<file path="src/rtl/brd_pkg.sv">
`timescale 1ns/1ps
package brd_pkg;

  localparam int HOST_AW = 32;
  localparam int DW      = 16;
  localparam int CFG_W   = 5;

  // bit 4 width16, bit 3 write enable, bit 2 expansion window, bit 1 low wide, bit 0 top wide
  typedef struct packed {
    logic w16;
    logic rom_we;
    logic opt_en;
    logic low_wide;
    logic top_wide;
  } brd_cfg_t;

  typedef enum logic [1:0] {S_IDLE, S_STRB, S_GAP, S_DONE} seq_st_t;

  function automatic logic boot_hit(input logic [HOST_AW-1:0] a, input brd_cfg_t c);
    logic low64, low128, top256, top16m;
    low64  = (a[31:16] == 16'h000F);
    low128 = c.low_wide && (a[31:17] == 15'h0007);
    top256 = (a[31:18] == 14'h3FFF);
    top16m = c.top_wide && (a[31:24] == 8'hFF);
    return low64 || low128 || top256 || top16m;
  endfunction

  // 32 KB granules 0x19..0x1B of the first megabyte
  function automatic logic opt_hit(input logic [HOST_AW-1:0] a, input brd_cfg_t c);
    return c.opt_en && (a[31:20] == 12'h000) &&
           (a[19:15] >= 5'h19) && (a[19:15] <= 5'h1B);
  endfunction

  function automatic logic [DW-1:0] be_mask(input logic [1:0] be);
    return {{8{be[1]}}, {8{be[0]}}};
  endfunction

endpackage

</file>
<file path="src/rtl/brd_cfg.sv">
`timescale 1ns/1ps
module brd_cfg
  import brd_pkg::*;
(
  input  logic             clk,
  input  logic             rst_n,
  input  logic             strap_w16,
  input  logic             cfg_we,
  input  logic [CFG_W-1:0] cfg_wdata,
  input  logic             apply_ok,
  output brd_cfg_t         cfg_live
);

  logic             pend_v;
  logic [CFG_W-1:0] pend_d;
  logic             apply_now;

  assign apply_now = pend_v && apply_ok;

  always_ff @(posedge clk) begin
    if (!rst_n) begin
      cfg_live <= brd_cfg_t'({strap_w16, 4'b0000});
      pend_v   <= 1'b0;
      pend_d   <= '0;
    end else begin
      if (cfg_we) begin
        pend_d <= cfg_wdata;
        pend_v <= 1'b1;
      end else if (apply_now) begin
        pend_v <= 1'b0;
      end
      if (apply_now) cfg_live <= brd_cfg_t'(pend_d);
    end
  end

  // live settings never move while the sequencer is busy
  p_apply_only_idle_r11: assert property (@(posedge clk) disable iff (!rst_n)
    !apply_ok |=> $stable(cfg_live));

endmodule

</file>
<file path="src/rtl/brd_decode.sv">
`timescale 1ns/1ps
module brd_decode
  import brd_pkg::*;
(
  input  logic [HOST_AW-1:0] addr,
  input  brd_cfg_t           cfg,
  output logic               hit_boot,
  output logic               hit_opt
);

  assign hit_boot = boot_hit(addr, cfg);
  assign hit_opt  = opt_hit(addr, cfg);

  // the expansion range and the boot windows are disjoint
  always_comb begin
    a_disjoint_r10: assert (!(hit_boot && hit_opt));
  end

endmodule

</file>
<file path="src/rtl/brd_isa_seq.sv">
`timescale 1ns/1ps
module brd_isa_seq
  import brd_pkg::*;
#(
  parameter int WAIT_CLKS = 3,
  parameter int ISA_AW    = 24
) (
  input  logic              clk,
  input  logic              rst_n,
  input  logic              start,
  input  logic [ISA_AW-1:0] req_addr,
  input  logic              req_write,
  input  logic [1:0]        req_be,
  input  logic [DW-1:0]     req_wdata,
  input  logic              start_opt,
  input  logic              cfg_w16,
  input  logic              cfg_rom_we,
  input  logic [DW-1:0]     isa_din,
  output logic              idle,
  output logic              strb,
  output logic              wr_cyc,
  output logic              sel_opt,
  output logic [ISA_AW-1:0] isa_addr,
  output logic              isa_bhe_n,
  output logic [DW-1:0]     isa_dout,
  output logic              isa_doe,
  output logic              ready,
  output logic [DW-1:0]     rdata
);

  localparam int CW = $clog2(WAIT_CLKS + 1);
  localparam logic [CW-1:0] CNT_LOAD = CW'(WAIT_CLKS - 1);

  seq_st_t         st;
  logic [CW-1:0]   cnt;
  logic [ISA_AW-2:0] base_q;
  logic            wr_q, w16_q, opt_q, hi_q, more_q;
  logic [1:0]      be_q;
  logic [DW-1:0]   wd_q, rd_q;
  logic            last_clk;
  logic            blocked;

  assign blocked  = req_write && !cfg_rom_we;
  assign last_clk = (st == S_STRB) && (cnt == '0);

  always_ff @(posedge clk) begin
    if (!rst_n) begin
      st     <= S_IDLE;
      cnt    <= '0;
      base_q <= '0;
      wr_q   <= 1'b0;
      w16_q  <= 1'b0;
      opt_q  <= 1'b0;
      hi_q   <= 1'b0;
      more_q <= 1'b0;
      be_q   <= '0;
      wd_q   <= '0;
      rd_q   <= '0;
    end else begin
      unique case (st)
        S_IDLE: if (start) begin
          base_q <= req_addr[ISA_AW-1:1];
          wr_q   <= req_write;
          w16_q  <= cfg_w16;
          opt_q  <= start_opt;
          be_q   <= req_be;
          wd_q   <= req_wdata;
          rd_q   <= '0;
          hi_q   <= !cfg_w16 && !req_be[0];
          more_q <= !cfg_w16 && (req_be == 2'b11);
          cnt    <= CNT_LOAD;
          st     <= blocked ? S_DONE : S_STRB;
        end
        S_STRB: begin
          if (cnt == '0) begin
            if (!wr_q) begin
              if (w16_q)     rd_q       <= isa_din & be_mask(be_q);
              else if (hi_q) rd_q[15:8] <= isa_din[7:0];
              else           rd_q[7:0]  <= isa_din[7:0];
            end
            st <= S_GAP;
          end else begin
            cnt <= cnt - 1'b1;
          end
        end
        S_GAP: begin
          if (more_q) begin
            more_q <= 1'b0;
            hi_q   <= 1'b1;
            cnt    <= CNT_LOAD;
            st     <= S_STRB;
          end else begin
            st <= S_DONE;
          end
        end
        S_DONE: st <= S_IDLE;
        default: st <= S_IDLE;
      endcase
    end
  end

  assign idle      = (st == S_IDLE);
  assign strb      = (st == S_STRB);
  assign ready     = (st == S_DONE);
  assign wr_cyc    = wr_q;
  assign sel_opt   = opt_q;
  assign isa_addr  = {base_q, w16_q ? 1'b0 : hi_q};
  assign isa_bhe_n = !(w16_q && be_q[1]);
  assign isa_dout  = w16_q ? wd_q : {8'h00, hi_q ? wd_q[15:8] : wd_q[7:0]};
  assign isa_doe   = strb && wr_q;
  assign rdata     = rd_q;

  // observation counters for the timing checks
  logic [CW-1:0] run_len;
  logic          strb_prev;
  always_ff @(posedge clk) begin
    if (!rst_n) begin
      run_len   <= '0;
      strb_prev <= 1'b0;
    end else begin
      run_len   <= strb ? run_len + 1'b1 : '0;
      strb_prev <= strb;
    end
  end

  p_strobe_len_r4: assert property (@(posedge clk) disable iff (!rst_n)
    (strb_prev && !strb) |-> (run_len == CW'(WAIT_CLKS)));
  p_ready_quiet_r4: assert property (@(posedge clk) disable iff (!rst_n)
    ready |-> !strb);
  p_ready_pulse_r4: assert property (@(posedge clk) disable iff (!rst_n)
    ready |=> !ready);
  p_write_gate_r8: assert property (@(posedge clk) disable iff (!rst_n)
    (idle && start && req_write && !cfg_rom_we) |=> (ready && !strb));
  p_byte_lane_r6: assert property (@(posedge clk) disable iff (!rst_n)
    (strb && !w16_q) |-> isa_bhe_n);
  p_last_clk_done_r4: assert property (@(posedge clk) disable iff (!rst_n)
    last_clk |=> !strb);

endmodule

</file>
<file path="src/rtl/boot_rom_decoder.sv">
`timescale 1ns/1ps
module boot_rom_decoder
  import brd_pkg::*;
#(
  parameter int WAIT_CLKS = 3,
  parameter int ISA_AW    = 24
) (
  input  logic              clk,
  input  logic              rst_n,
  input  logic              strap_w16,
  input  logic              cfg_we,
  input  logic [4:0]        cfg_wdata,
  input  logic              req_valid,
  input  logic [31:0]       req_addr,
  input  logic              req_write,
  input  logic [1:0]        req_be,
  input  logic [15:0]       req_wdata,
  output logic              req_claim,
  output logic              req_ready,
  output logic [15:0]       req_rdata,
  output logic              romcs_n,
  output logic              optcs_n,
  output logic              memr_n,
  output logic              memw_n,
  output logic              wr_n,
  output logic [ISA_AW-1:0] isa_addr,
  output logic              isa_bhe_n,
  output logic [15:0]       isa_dout,
  output logic              isa_doe,
  input  logic [15:0]       isa_din
);

  brd_cfg_t cfg_live;
  logic     hit_boot, hit_opt, any_hit;
  logic     seq_idle, strb, wr_cyc, sel_opt, start;

  brd_cfg u_cfg (
    .clk       (clk),
    .rst_n     (rst_n),
    .strap_w16 (strap_w16),
    .cfg_we    (cfg_we),
    .cfg_wdata (cfg_wdata),
    .apply_ok  (seq_idle),
    .cfg_live  (cfg_live)
  );

  brd_decode u_dec (
    .addr     (req_addr),
    .cfg      (cfg_live),
    .hit_boot (hit_boot),
    .hit_opt  (hit_opt)
  );

  assign any_hit   = hit_boot || hit_opt;
  assign req_claim = req_valid && any_hit;
  assign start     = req_claim && seq_idle;

  brd_isa_seq #(.WAIT_CLKS(WAIT_CLKS), .ISA_AW(ISA_AW)) u_seq (
    .clk        (clk),
    .rst_n      (rst_n),
    .start      (start),
    .req_addr   (req_addr[ISA_AW-1:0]),
    .req_write  (req_write),
    .req_be     (req_be),
    .req_wdata  (req_wdata),
    .start_opt  (hit_opt),
    .cfg_w16    (cfg_live.w16),
    .cfg_rom_we (cfg_live.rom_we),
    .isa_din    (isa_din),
    .idle       (seq_idle),
    .strb       (strb),
    .wr_cyc     (wr_cyc),
    .sel_opt    (sel_opt),
    .isa_addr   (isa_addr),
    .isa_bhe_n  (isa_bhe_n),
    .isa_dout   (isa_dout),
    .isa_doe    (isa_doe),
    .ready      (req_ready),
    .rdata      (req_rdata)
  );

  assign romcs_n = !(strb && !sel_opt);
  assign optcs_n = !(strb && sel_opt);
  assign memr_n  = !(strb && !wr_cyc);
  assign memw_n  = !(strb && wr_cyc);
  assign wr_n    = !(strb && wr_cyc);

  p_cs_exclusive_r10: assert property (@(posedge clk) disable iff (!rst_n)
    $onehot0({~romcs_n, ~optcs_n}));
  p_no_hit_no_bus_r3: assert property (@(posedge clk) disable iff (!rst_n)
    (seq_idle && !(req_valid && any_hit)) |=> (romcs_n && optcs_n && memr_n && memw_n));
  p_write_needs_we_r9: assert property (@(posedge clk) disable iff (!rst_n)
    !memw_n |-> (cfg_live.rom_we && !wr_n && memr_n && isa_doe));
  p_cfg_frozen_r11: assert property (@(posedge clk) disable iff (!rst_n)
    (!seq_idle && $past(!seq_idle)) |-> $stable(cfg_live));

endmodule

</file>
<file path="config.mk">
export PLATFORM = sky130hd
export DESIGN_NAME = boot_rom_decoder
export DESIGN_NICKNAME = d
export VERILOG_FILES = /design/src/rtl/brd_pkg.sv /design/src/rtl/brd_cfg.sv /design/src/rtl/brd_decode.sv /design/src/rtl/brd_isa_seq.sv /design/src/rtl/boot_rom_decoder.sv
export SDC_FILE = /design/constraint.sdc
export NUM_CORES = 1
export LEC_CHECK = 0
export BUFFER_PORTS_ARGS = -buffer_cell sky130_fd_sc_hd__buf_2
export CORE_ASPECT_RATIO = 0.9
export CORE_MARGIN = 2
export CORE_UTILIZATION = 44
export CTS_CLUSTER_SIZE = 10
export DETAILED_ROUTE_END_ITERATION = 6
export PLACE_DENSITY = 0.75
export SLEW_MARGIN = 40
export SYNTH_ARGS = -nofsm -noshare
export SYNTH_HDL_FRONTEND = slang
export SYNTH_SLANG_ARGS = --single-unit
</file>
<file path="constraint.sdc">
create_clock -name clk -period 1.55 [get_ports clk]
set_input_delay 0.155 -clock clk [delete_from_list [all_inputs] [get_ports clk]]
set_output_delay 0.155 -clock clk [all_outputs]
set_load 0.05 [all_outputs]
</file>
==> results of run 1 <==
[worst min-delay path by stage]
stage,endpoint,slack (ns),cells past startpoint
2_1_floorplan,u_seq.rdata[0]$_SDFFE_PN0P_,0.26,2
3_3_place_gp,u_seq.rdata[5]$_SDFFE_PN0P_,0.38,3
3_5_place_dp,u_seq.rdata[4]$_SDFFE_PN0P_,0.38,3
4_1_cts,u_seq.rdata[4]$_SDFFE_PN0P_,0.03,3
5_1_grt,u_seq.base_q[2]$_SDFFE_PN0P_,0.04,3
6_report,u_cfg.pend_d[2]$_SDFFE_PN0P_,0.04,3
[placed cells by master, fill, tap and decap left out, types with 3 or more instances in the layout]
master and n:
a21oi_1 6, a221o_1 8, a22o_1 8, and2_1 9, and2_4 3, and3_1 9
buf_12 3, buf_2 126, buf_4 30, buf_6 9, buf_8 10, bufinv_16 3
clkbuf_8 10, dfxtp_1 68, dfxtp_2 7, inv_1 4, mux2_4 8, mux2i_1 49
nand2_1 114, nand3_1 5, nor2_1 11, nor3_1 3, o21ai_0 8, o21ai_1 5
[metal layers]
layer | GRT usage | wire length, um | vias up
met4 | 0.0785 | 136 | 0
met3 | 0.0485 | 485 | 14
met1 | 0.267 | 4210 | 1572
li1 | - | - | 1689
met2 | 0.359 | 4790 | 98
met5 | 0 | 0 | -
[power by group through the flow]
stage	clock network (uW)	registers, uW	logic, uW
5_1_grt	1990	2000	303
3_3_place_gp	0	2050	251
3_5_place_dp	0	2050	257
6_report	1860	2000	271
2_1_floorplan	0	2050	117
4_1_cts	1890	2000	262
[state kept, by name (all words and copies together) (netlist names)]
signal	count
u_seq.be_q	2
u_seq.rdata	16
u_seq.base_q	23
u_seq.sel_opt	1
u_seq.st	2
u_cfg.pend_d	5
u_seq.wr_cyc	1
u_seq.wd_q	16
u_seq.hi_q	1
u_seq.cnt	2
u_seq.w16_q	1
u_cfg.cfg_live	5
u_seq.more_q	1
u_cfg.pend_v	1
[kinds of logic (layout without fill, tap and decap cells)]
family / Yosys count / after routing
mux: 59 / 59
flops: 77 / 77
buf+inv: 35 / 202
compound gates: 49 / 49
fa+ha+maj: 1 / 1
simple gates: 177 / 177
[stage by stage]
step           setup WS (ns)  total power (uW)  utilization
6_report              -0.105              4130        0.641
2_1_floorplan        -0.0595              2160            -
3_5_place_dp          -0.239              2310        0.556
3_3_place_gp          -0.234              2300        0.556
4_1_cts               -0.102              4150        0.622
5_1_grt               -0.150              4300        0.641
[final cells by class]
cell class              count  area share
clock buffers              11      0.0279
clock inverters             5      0.0212
inverters                   8     0.00740
multi-input cells         286       0.380
flip-flops and latches     77       0.308
well taps                  99      0.0244
repair buffers            178       0.230
[worst max-delay path: stages, from the launching register on]
cell and delay, ns:
dfxtp_2 0.34, nor2b_4 0.19, buf_6 0.17, mux2_4 0.31
buf_8 0.15
[what timing repair did]
item                                    in CTS  in global routing
endpoints found under the setup margin      37                 56
gates cloned                                 1                  0
resized for setup                           70                 30
pin swaps                                   12                  6
setup buffers                                8                  5
==> metrics.md, run 1 <==
| Metric | Value |
|---|---|
| Clock slew at the register clock pins of the worst setup and hold paths | `roughly 0.090 ns` |
| Biggest area contributors in the synthesized netlist | `dfxtp_1 (43%), mux2i_1 (14%), nand2_1 (13%)` |
| Vias per std cell | `5.08` |
| Area of the mapped netlist | `3540 um2` |
| Number of synthesized flops with an enable pin | `1` |
| Kind of capture point of the worst setup path | `output pin` |
| Number of maximum-capacitance constraint violations | `0` |
| Number of nets in the layout | `638` |
| Placement row count | `31` |
| Total global routing overflow | `0` |
| Post-layout min period | `roughly 1.7 ns` |
| Total via count in the routed design | `3373` |
| Static power due to leakage | `0.00229 uW` |
| TritonCTS clock tree | `done` |
| Worst min-delay path category | `input port to register` |
| Reg2reg path depth | `8` |
| Cell internal power dissipation | `3240 uW` |
| Final wirelength | `9630 um` |
| Async SR Flop Fraction | `0` |
| Switching power share of the total | `0.216` |
| Worst Path Arrival | `1.50 ns` |
| Initial DRC Count | `124` |
| Number of antenna-violating nets in the routed design | `0` |
| Status | `finished with violations` |
| Clock share of power | `0.450` |
| Maximum clock skew at final layout | `0.0133 ns` |
| Synthesized-area fraction occupied by ao, oa, aoi and oai cells | `0.102` |
| Main combinational cell family by area after synthesis | `simple AND/OR/NAND/NOR gates` |
| Number of instances in the synthesized netlist | `around 400` |
| Layout area overhead | `43.4%` |
| IO Port Bufs | `140` |
| Reg-to-reg slack, setup | `0 ns` |
| Ys Warns | `0` |
| Pin count of the biggest net entering global routing | `74` |
| CP Data Required Time | `between 1 and 1.5 ns` |
| Number of global-route vias before repair | `3183` |
| Mean instance size in the synthesized netlist | `8.88 um2` |
| Total net switching power | `892 uW` |
| Dominant register cell in the synthesized netlist | `dfxtp_1` |
| Part of the Yosys area used for sequential elements | `0.439` |
| Share of layout cells above drive strength 1 | `0.427` |
| Destination of the worst register-to-register timing path | `u_seq.cnt[1]$_SDFFE_PN0P_` |
| Setup crit start | `u_seq.hi_q$_SDFFE_PN0P_` |
| Worst Slack Setup Final | `-0.105 ns` |
| Clock latency at the later pin of the worst-skew pair | `0.34 ns` |
| Cts bufs inserted | `9` |
| HPWL after DPL | `6640 um` |
| Mean routed wirelength per cell | `14.5 um` |
| Horiz. Die Dim | `98.5 um` |
| Arithmetic-cell share of the synthesized area counting full adders, half adders and majority gates | `0.00354` |
| Number of antenna repair diodes | `0` |
| Critical Path Start Type | `register` |
| IO Pins | `142` |
| Core Area | `7910 um2` |
| Die height | `slightly below 90 um` |
| Dominant cell by count in the synthesized netlist | `nand2_1` |
| Number of antenna violations at the first check in global routing | `0` |
| Final std cells w/o fill | `between 600 and 700` |
| Max Freq | `~0.60 GHz` |
| Slew Limit Headroom | `0.708` |
| Count of endpoints failing setup in the final report | `10` |
| Area share of the largest cell type after synthesis | `0.430` |
| Final weighted congestion of routability-driven global placement | `about 0.82` |
| Number of buffers on the longest clock path | `2` |
| Portion of the clock cycle consumed by the worst path in the final layout | `1.07` |
| Fill cells | `649` |
| Final hold vios | `0` |
| Sequential group share of total power | `0.485` |
| Startpoint of the most critical hold path | `cfg_wdata[2]` |
| Cell taking the most area after synthesis | `dfxtp_1` |
| Area taken by multi-input logic gates | `1930 um2` |
| Least-Margin Pin Slew | `0.438 ns` |
| Yosys reg bits | `77` |
| Share of synthesized cell area in and, or, nand and nor gates | `0.223` |
| Largest fanout of any net on the critical path | `5` |
| Sequential standard cell area | `1560 um2` |
| Die Footprint | `8770 um2` |
| Root Buffer | `clkbuf_8` |
| Number of placed cells counting well taps | `about 630` |
| Number of distinct library cell variants in the gate-level netlist after synthesis | `42` |
| Worst hold margin | `0.0407 ns` |
| Kind of critical path | `register to output pin` |
| Wire length of the first global-routing pass | `14900 um` |
| Maximum vdd drop | `0.471 mV` |
| Synth Net Count | `476` |
| Failing checks | `negative setup slack` |
| Fin. max-slew vios | `0` |
| Share of the synthesized netlist area taken by xor and xnor gates | `0` |
| Summed area of non-filler cells in the final layout | `roughly 5100 um2` |
| Multiplexer share of the synthesized area | `0.170` |
| Capturing instance or port of the critical path | `isa_dout[3]` |
| DRC violations left | `0` |
| Comb pwr share | `0.066` |
| Power per unit of standard cell area | `~800 nW/um2` |
| List of most frequent post-synthesis cells | `nand2_1 (118), dfxtp_1 (76), mux2i_1 (51)` |
| TNS Setup | `-0.843 ns` |
| Worst reg2reg startpoint | `u_cfg.cfg_live[1]$_SDFFE_PN0P_` |
| Unrepaired setup endpoints after global routing | `true` |
| CTS Hold Bufs | `0` |
| Detailed-routing iteration count for the pre-antenna-repair pass | `4` |
| Max H-tree Level | `3` |
| Clock net sink count | `77` |
| Starting density of the core | `0.447` |
| Cell Area, Placed | `4400 um2` |
| Global-route total usage across every layer | `0.211` |
Power figures use the tool's default switching activity.
==> run 2: changes to the inputs <==
--- a/config.mk
+++ b/config.mk
@@ -12,6 +12,7 @@
 export CTS_CLUSTER_SIZE = 10
 export DETAILED_ROUTE_END_ITERATION = 6
 export PLACE_DENSITY = 0.75
+export SKIP_LAST_GASP = 1
 export SLEW_MARGIN = 40
 export SYNTH_ARGS = -nofsm -noshare
 export SYNTH_HDL_FRONTEND = slang
==> metrics.md, run 2 (synthesis results as in run 1) <==
| Metric | Value |
|---|---|
| Number of flip-flops under the largest register name | `23 (unchanged)` |
| TNS Setup | `-0.907 ns (was -0.843 ns)` |
| Sum of internal, switching and leakage power | `4130 uW (about the same)` |
| Detailed-routing iteration count for the pre-antenna-repair pass | `4 (unchanged)` |
| Sequential group share of total power | `0.484 (was 0.485)` |
| Kind of critical path | `register to output pin (unchanged)` |
| Layout area overhead | `43.2% (was 43.4%)` |
| Setup slack after placement | `-0.239 ns (unchanged)` |
| TritonCTS clock tree | `done (unchanged)` |
| Clock slew at the register clock pins of the worst setup and hold paths | `0.09 ns (about the same)` |
| Worst min-delay path category | `input port to register (unchanged)` |
| Die height | `89.0 um (unchanged)` |
| Pin count of the biggest net entering global routing | `74 (unchanged)` |
| Number of nets in the layout | `638 (unchanged)` |
| Commonest cells after routing, fill and taps aside | `buf_2 (126), nand2_1 (115), dfxtp_1 (68), mux2i_1 (49), buf_4 (31) (was buf_2 (126), nand2_1 (114), dfxtp_1 (68), mux2i_1 (49), buf_4 (30))` |
| Area taken by multi-input logic gates | `1930 um2 (about the same)` |
| Unrepaired setup endpoints after global routing | `true (unchanged)` |
| Summed area of non-filler cells in the final layout | `5060 um2 (was 5070 um2)` |
| Power per unit of standard cell area | `816 nW/um2 (was 815 nW/um2)` |
| Number of buffers on the longest clock path | `2 (unchanged)` |
| Fin. max-slew vios | `0 (unchanged)` |
| Cts bufs inserted | `9 (unchanged)` |
| Register with the most flip-flops | `u_seq.base_q (unchanged)` |
| Number of global-route vias before repair | `3182 (was 3183)` |
| Worst hold margin | `0.0427 ns (was 0.0407 ns)` |
| Critical Path Start Type | `register (unchanged)` |
| CP Data Required Time | `1.39 ns (about the same)` |
| Largest fanout of any net on the critical path | `5 (unchanged)` |
| HPWL after DPL | `6640 um (unchanged)` |
| Clock latency at the later pin of the worst-skew pair | `0.34 ns (about the same)` |
| Initial DRC Count | `165 (was 124)` |
| Max H-tree Level | `3 (unchanged)` |
| Worst Slack Setup Final | `-0.107 ns (was -0.105 ns)` |
| Status | `finished with violations (unchanged)` |
| Total via count in the routed design | `3393 (was 3373)` |
| IO Port Bufs | `140 (unchanged)` |
| Reg-to-reg slack, setup | `-0.02 ns (was 0 ns)` |
| Most common library cell in the layout ignoring fill and taps | `buf_2 (unchanged)` |
| Starting density of the core | `0.447 (unchanged)` |
| Least-Margin Pin Slew | `0.433 ns (was 0.438 ns)` |
| Switching power share of the total | `0.216 (about the same)` |
| Kind of capture point of the worst setup path | `output pin (unchanged)` |
| CTS Hold Bufs | `0 (unchanged)` |
| Critical path buffer and inverter count | `2 (unchanged)` |
| Root Buffer | `clkbuf_8 (unchanged)` |
| DRC violations left | `0 (unchanged)` |
| Die Footprint | `8770 um2 (unchanged)` |
| Failing checks | `negative setup slack (unchanged)` |
| Maximum clock skew at final layout | `0.0128 ns (was 0.0133 ns)` |
| Wire length of the first global-routing pass | `14900 um (about the same)` |
| Fill cells | `649 (unchanged)` |
| Sequential standard cell area | `1560 um2 (unchanged)` |
| Horiz. Die Dim | `98.5 um (unchanged)` |
| Clock share of power | `0.450 (about the same)` |
| Master of the slowest instance on the critical path | `dfxtp_2 (unchanged)` |
| Biggest cell delay along the critical path | `0.34 ns (about the same)` |
| Total global routing overflow | `0 (unchanged)` |
| Cell class contributing the biggest share of worst-path delay | `flip-flops (unchanged)` |
| Comb pwr share | `0.065 (was 0.066)` |
| Cells traversed along the worst timing path | `nor2b_4, buf_6, mux2_4, buf_8 (unchanged)` |
| Worst Path Arrival | `1.50 ns (about the same)` |
| Total net switching power | `894 uW (was 892 uW)` |
| Share of layout cells above drive strength 1 | `0.425 (was 0.427)` |
| Slew Limit Headroom | `0.711 (was 0.708)` |
| Global-route total usage across every layer | `0.211 (about the same)` |
| Portion of the clock cycle consumed by the worst path in the final layout | `1.07 (about the same)` |
| IO Pins | `142 (unchanged)` |
| Core Area | `7910 um2 (unchanged)` |
| Final weighted congestion of routability-driven global placement | `0.824 (unchanged)` |
| Placement row count | `31 (unchanged)` |
| Clock net sink count | `77 (unchanged)` |
| Mean routed wirelength per cell | `14.5 um (about the same)` |
| Static power due to leakage | `0.00229 uW (about the same)` |
| Final hold vios | `0 (unchanged)` |
| Number of antenna-violating nets in the routed design | `0 (unchanged)` |
| Number of maximum-capacitance constraint violations | `0 (unchanged)` |
| Maximum vdd drop | `0.471 mV (about the same)` |
| Final wirelength | `9630 um (about the same)` |
| Max Freq | `0.604 GHz (about the same)` |
| Cell internal power dissipation | `3240 uW (about the same)` |
| Number of antenna repair diodes | `0 (unchanged)` |
| Post-layout min period | `1.66 ns (was 1.65 ns)` |
| Count of endpoints failing setup in the final report | `12 (was 10)` |
| Vias per std cell | `5.11 (was 5.08)` |
| Number of antenna violations at the first check in global routing | `0 (unchanged)` |
| Cell Area, Placed | `4400 um2 (unchanged)` |
==> run 2: changes by cell type in the layout (fill, tap and decap cells not counted) <==
cell and delta:
nand2_2 -1, nand2_1 +1, buf_6 -1, buf_4 +1
==> run 2: power by group through the flow <==
stage	Sequential (uW)	Clock (uW)	Combinational, uW
2_1_floorplan	2050	0	117
3_3_place_gp	2050	0	251
3_5_place_dp	2050	0	257
4_1_cts	2000	1890	262
5_1_grt	2000	1990	303
6_report	2000	1860	271
==> run 2: final cells by class <==
class / count / area share
multi-input cells: 286 / 0.380
flip-flops and latches: 77 / 0.309
repair buffers: 178 / 0.230
clock buffers: 11 / 0.0279
well taps: 99 / 0.0245
clock inverters: 5 / 0.0212
inverters: 8 / 0.00741
==> run 2: repair_timing <==
item	CTS	global route
endpoints found under the setup margin	37	56
pin swaps	12	6
gates cloned	1	0
buffers inserted	8	5
gates resized for setup	69	29
==> run 2: path summary, 6_finish.rpt <==
path,from,endpoint,cells after the start
min reg2reg,u_seq.rdata[0]$_SDFFE_PN0P_,u_seq.rdata[0]$_SDFFE_PN0P_,2
max reg2reg,u_cfg.cfg_live[1]$_SDFFE_PN0P_,u_seq.st[0]$_SDFFE_PN0P_,7
max,u_seq.hi_q$_SDFFE_PN0P_,isa_dout[3],4
min,cfg_wdata[2],u_cfg.pend_d[2]$_SDFFE_PN0P_,3
==> run 2: layer usage <==
metal  up-vias  wire, um  track usage
met4         0       124       0.0785
met2       106      4830        0.359
met3        12       559       0.0485
met5         -         0            0
li1       1687         -            -
met1      1588      4120        0.267
==> run 2: worst min-delay path: stages <==
cell and delay [ns]:
buf_2 0.08, mux2i_1 0.06, nor2_1 0.07
==> run 2: metrics by stage <==
stage,util,instances
2_1_floorplan,-,398
6_report,0.640,664
5_1_grt,0.640,664
3_3_place_gp,0.556,634
3_5_place_dp,0.556,634
4_1_cts,0.622,659
==> run 3: changes to the inputs <==
--- a/config.mk
+++ b/config.mk
@@ -6,7 +6,6 @@
 export NUM_CORES = 1
 export LEC_CHECK = 0
 export BUFFER_PORTS_ARGS = -buffer_cell sky130_fd_sc_hd__buf_2
-export CORE_ASPECT_RATIO = 0.9
 export CORE_MARGIN = 2
 export CORE_UTILIZATION = 44
 export CTS_CLUSTER_SIZE = 10
==> metrics.md, run 3 (synthesis results as in run 1) <==
| Metric | Value |
|---|---|
| Maximum clock skew at final layout | `0.00889 ns (was 0.0128 ns)` |
| Final std cells w/o fill | `679 (was 664)` |
| Number of antenna violations at the first check in global routing | `0 (unchanged)` |
| Pin count of the biggest net entering global routing | `59 (was 74)` |
| Max Freq | `0.605 GHz (was 0.604 GHz)` |
| Max H-tree Level | `3 (unchanged)` |
| Share of layout cells above drive strength 1 | `0.437 (was 0.425)` |
| Portion of the clock cycle consumed by the worst path in the final layout | `1.07 (about the same)` |
| Placement row count | `32 (was 31)` |
| Critical Path Start Type | `register (unchanged)` |
| Kind of critical path | `register to output pin (unchanged)` |
| Worst min-delay path category | `input port to register (unchanged)` |
| Sum of internal, switching and leakage power | `3980 uW (was 4130 uW)` |
| Global-route total usage across every layer | `0.217 (was 0.211)` |
| Vias per std cell | `5.05 (was 5.11)` |
| Status | `finished with violations (unchanged)` |
| Cts bufs inserted | `9 (unchanged)` |
| Static power due to leakage | `0.00236 uW (was 0.00229 uW)` |
| Number of flip-flops under the largest register name | `23 (unchanged)` |
| Mean routed wirelength per cell | `14.4 um (was 14.5 um)` |
| Clock net sink count | `77 (unchanged)` |
| Register with the most flip-flops | `u_seq.base_q (unchanged)` |
| GRT met2 Usage | `0.366 (was 0.359)` |
| Final weighted congestion of routability-driven global placement | `0.815 (was 0.824)` |
| DRC violations left | `0 (unchanged)` |
| Slew Limit Headroom | `0.691 (was 0.711)` |
| Initial DRC Count | `136 (was 165)` |
| Wire length of the first global-routing pass | `15200 um (was 14900 um)` |
| Die Footprint | `8770 um2 (about the same)` |
| Starting density of the core | `0.455 (was 0.447)` |
| Maximum vdd drop | `0.519 mV (was 0.471 mV)` |
| Number of global-route vias before repair | `3158 (was 3182)` |
| Sequential group share of total power | `0.502 (was 0.484)` |
| Number of placed cells counting well taps | `640 (was 634)` |
| Core Area | `7770 um2 (was 7910 um2)` |
| Total via count in the routed design | `3432 (was 3393)` |
| Worst Path Arrival | `1.50 ns (about the same)` |
| Largest fanout of any net on the critical path | `5 (unchanged)` |
| Post-layout min period | `1.65 ns (was 1.66 ns)` |
| Worst Slack Setup Final | `-0.104 ns (was -0.107 ns)` |
| Total global routing overflow | `0 (unchanged)` |
| TritonCTS clock tree | `done (unchanged)` |
| Number of antenna-violating nets in the routed design | `0 (unchanged)` |
| Final hold vios | `0 (unchanged)` |
| Failing checks | `negative setup slack (unchanged)` |
| Number of buffers on the longest clock path | `2 (unchanged)` |
| Reg2reg path depth | `7 (unchanged)` |
| Commonest cells after routing, fill and taps aside | `buf_2 (126), nand2_1 (115), dfxtp_1 (69), mux2i_1 (49), buf_4 (37) (was buf_2 (126), nand2_1 (115), dfxtp_1 (68), mux2i_1 (49), buf_4 (31))` |
| Final wirelength | `9760 um (was 9630 um)` |
| Clock slew at the register clock pins of the worst setup and hold paths | `0.08 ns (was 0.09 ns)` |
| Fin. max-slew vios | `0 (unchanged)` |
| Comb pwr share | `0.069 (was 0.065)` |
| Number of maximum-capacitance constraint violations | `0 (unchanged)` |
| HPWL after DPL | `6630 um (was 6640 um)` |
| Most common library cell in the layout ignoring fill and taps | `buf_2 (unchanged)` |
| Clock latency at the later pin of the worst-skew pair | `0.34 ns (about the same)` |
| Kind of capture point of the worst setup path | `output pin (unchanged)` |
| Power per unit of standard cell area | `770 nW/um2 (was 816 nW/um2)` |
| Cell internal power dissipation | `3110 uW (was 3240 uW)` |
| Busiest layer in global routing | `met2 (unchanged)` |
| Die height | `93.6 um (was 89.0 um)` |
| IO Pins | `142 (unchanged)` |
| Met1 Track Usage GR | `0.280 (was 0.267)` |
| CP Data Required Time | `1.39 ns (about the same)` |
| Root Buffer | `clkbuf_8 (unchanged)` |
| Switching power share of the total | `0.219 (was 0.216)` |
| Number of nets in the layout | `651 (was 638)` |
| Clock share of power | `0.429 (was 0.450)` |
| Layout area overhead | `46.4% (was 43.2%)` |
| WHS Path Cells | `3 (unchanged)` |
| Detailed-routing iteration count for the pre-antenna-repair pass | `4 (unchanged)` |
| Horiz. Die Dim | `93.6 um (was 98.5 um)` |
| Unrepaired setup endpoints after global routing | `true (unchanged)` |
| IO Port Bufs | `140 (unchanged)` |
| Number of antenna repair diodes | `0 (unchanged)` |
| Met3 track utilization from global routing | `0.0475 (was 0.0485)` |
| Count of endpoints failing setup in the final report | `11 (was 12)` |
| Least-Margin Pin Slew | `0.460 ns (was 0.433 ns)` |
| Total net switching power | `872 uW (was 894 uW)` |
-- run 3: cell types whose count changed in the layout (fill, tap and decap cells not counted), sizes merged --
cell	before	now
clkbuf	11	15
buf	178	187
bufinv	3	2
clkinvlp	2	1
clkinv	2	3
-- run 3: area by class of cell --
| cell class | count | area (um2) |
|---|---|---|
| clock inverters | 4 | 70.1 |
| well taps | 102 | 128 |
| flip-flops and latches | 77 | 1570 |
| inverters | 8 | 38.8 |
| fillers | 637 | 2590 |
| repair buffers | 191 | 1310 |
| multi-input cells | 286 | 1910 |
| clock buffers | 11 | 153 |
-- run 3: worst paths after layout --
kind                               startpoint                            to  slack (ns)
hold reg to reg   u_seq.rdata[0]$_SDFFE_PN0P_   u_seq.rdata[0]$_SDFFE_PN0P_        0.45
setup reg to reg    u_seq.cnt[0]$_SDFFE_PN0P_   u_seq.rdata[9]$_SDFFE_PN0P_       -0.01
setup / recovery      u_seq.hi_q$_SDFFE_PN0P_                   isa_dout[1]       -0.10
hold / removal                   cfg_wdata[1]  u_cfg.pend_d[1]$_SDFFE_PN0P_        0.04
-- run 3: timing repair --
action,CTS,global route
gates cloned,1,3
endpoints found under the setup margin,35,49
buffers inserted,11,9
hold buffers,0,0
gates resized for setup,76,29
pin swaps,7,7
-- run 3: power groups by stage --
stage | registers [uW] | clock network [uW] | logic (uW)
4_1_cts | 2000 | 1730 | 268
2_1_floorplan | 2050 | 0 | 117
3_3_place_gp | 2050 | 0 | 257
5_1_grt | 2000 | 1830 | 303
6_report | 2000 | 1710 | 274
3_5_place_dp | 2050 | 0 | 262
-- run 3: metrics by stage --
stage	hold WS, ns	TNS [ns]	util	instance area (um2)	setup WS (ns)
global route	0.0428	-2.28	0.666	5170	-0.165
detailed placement	0.397	-12.71	0.570	4430	-0.295
finish	0.0439	-0.826	0.666	5170	-0.104
CTS	0.0337	-0.868	0.639	4960	-0.102
global placement	0.387	-8.76	0.570	4430	-0.222
floorplan	0.264	-2.38	-	3550	-0.0595
-- run 3: metal layers --
layer / share of wire / wire length, um / vias up
li1: - / - / 1715
met1: 0.44 / 4260 / 1620
met2: 0.51 / 4950 / 90
met3: 0.046 / 451 / 7
met4: 0.0099 / 97 / 0
met5: 0 / 0 / -
-- run 3: worst max-delay path, stage by stage (launching register included) --
cell and delay (ns):
dfxtp_2 0.33, nor2b_4 0.19, buf_6 0.16, mux2_4 0.31
buf_8 0.15
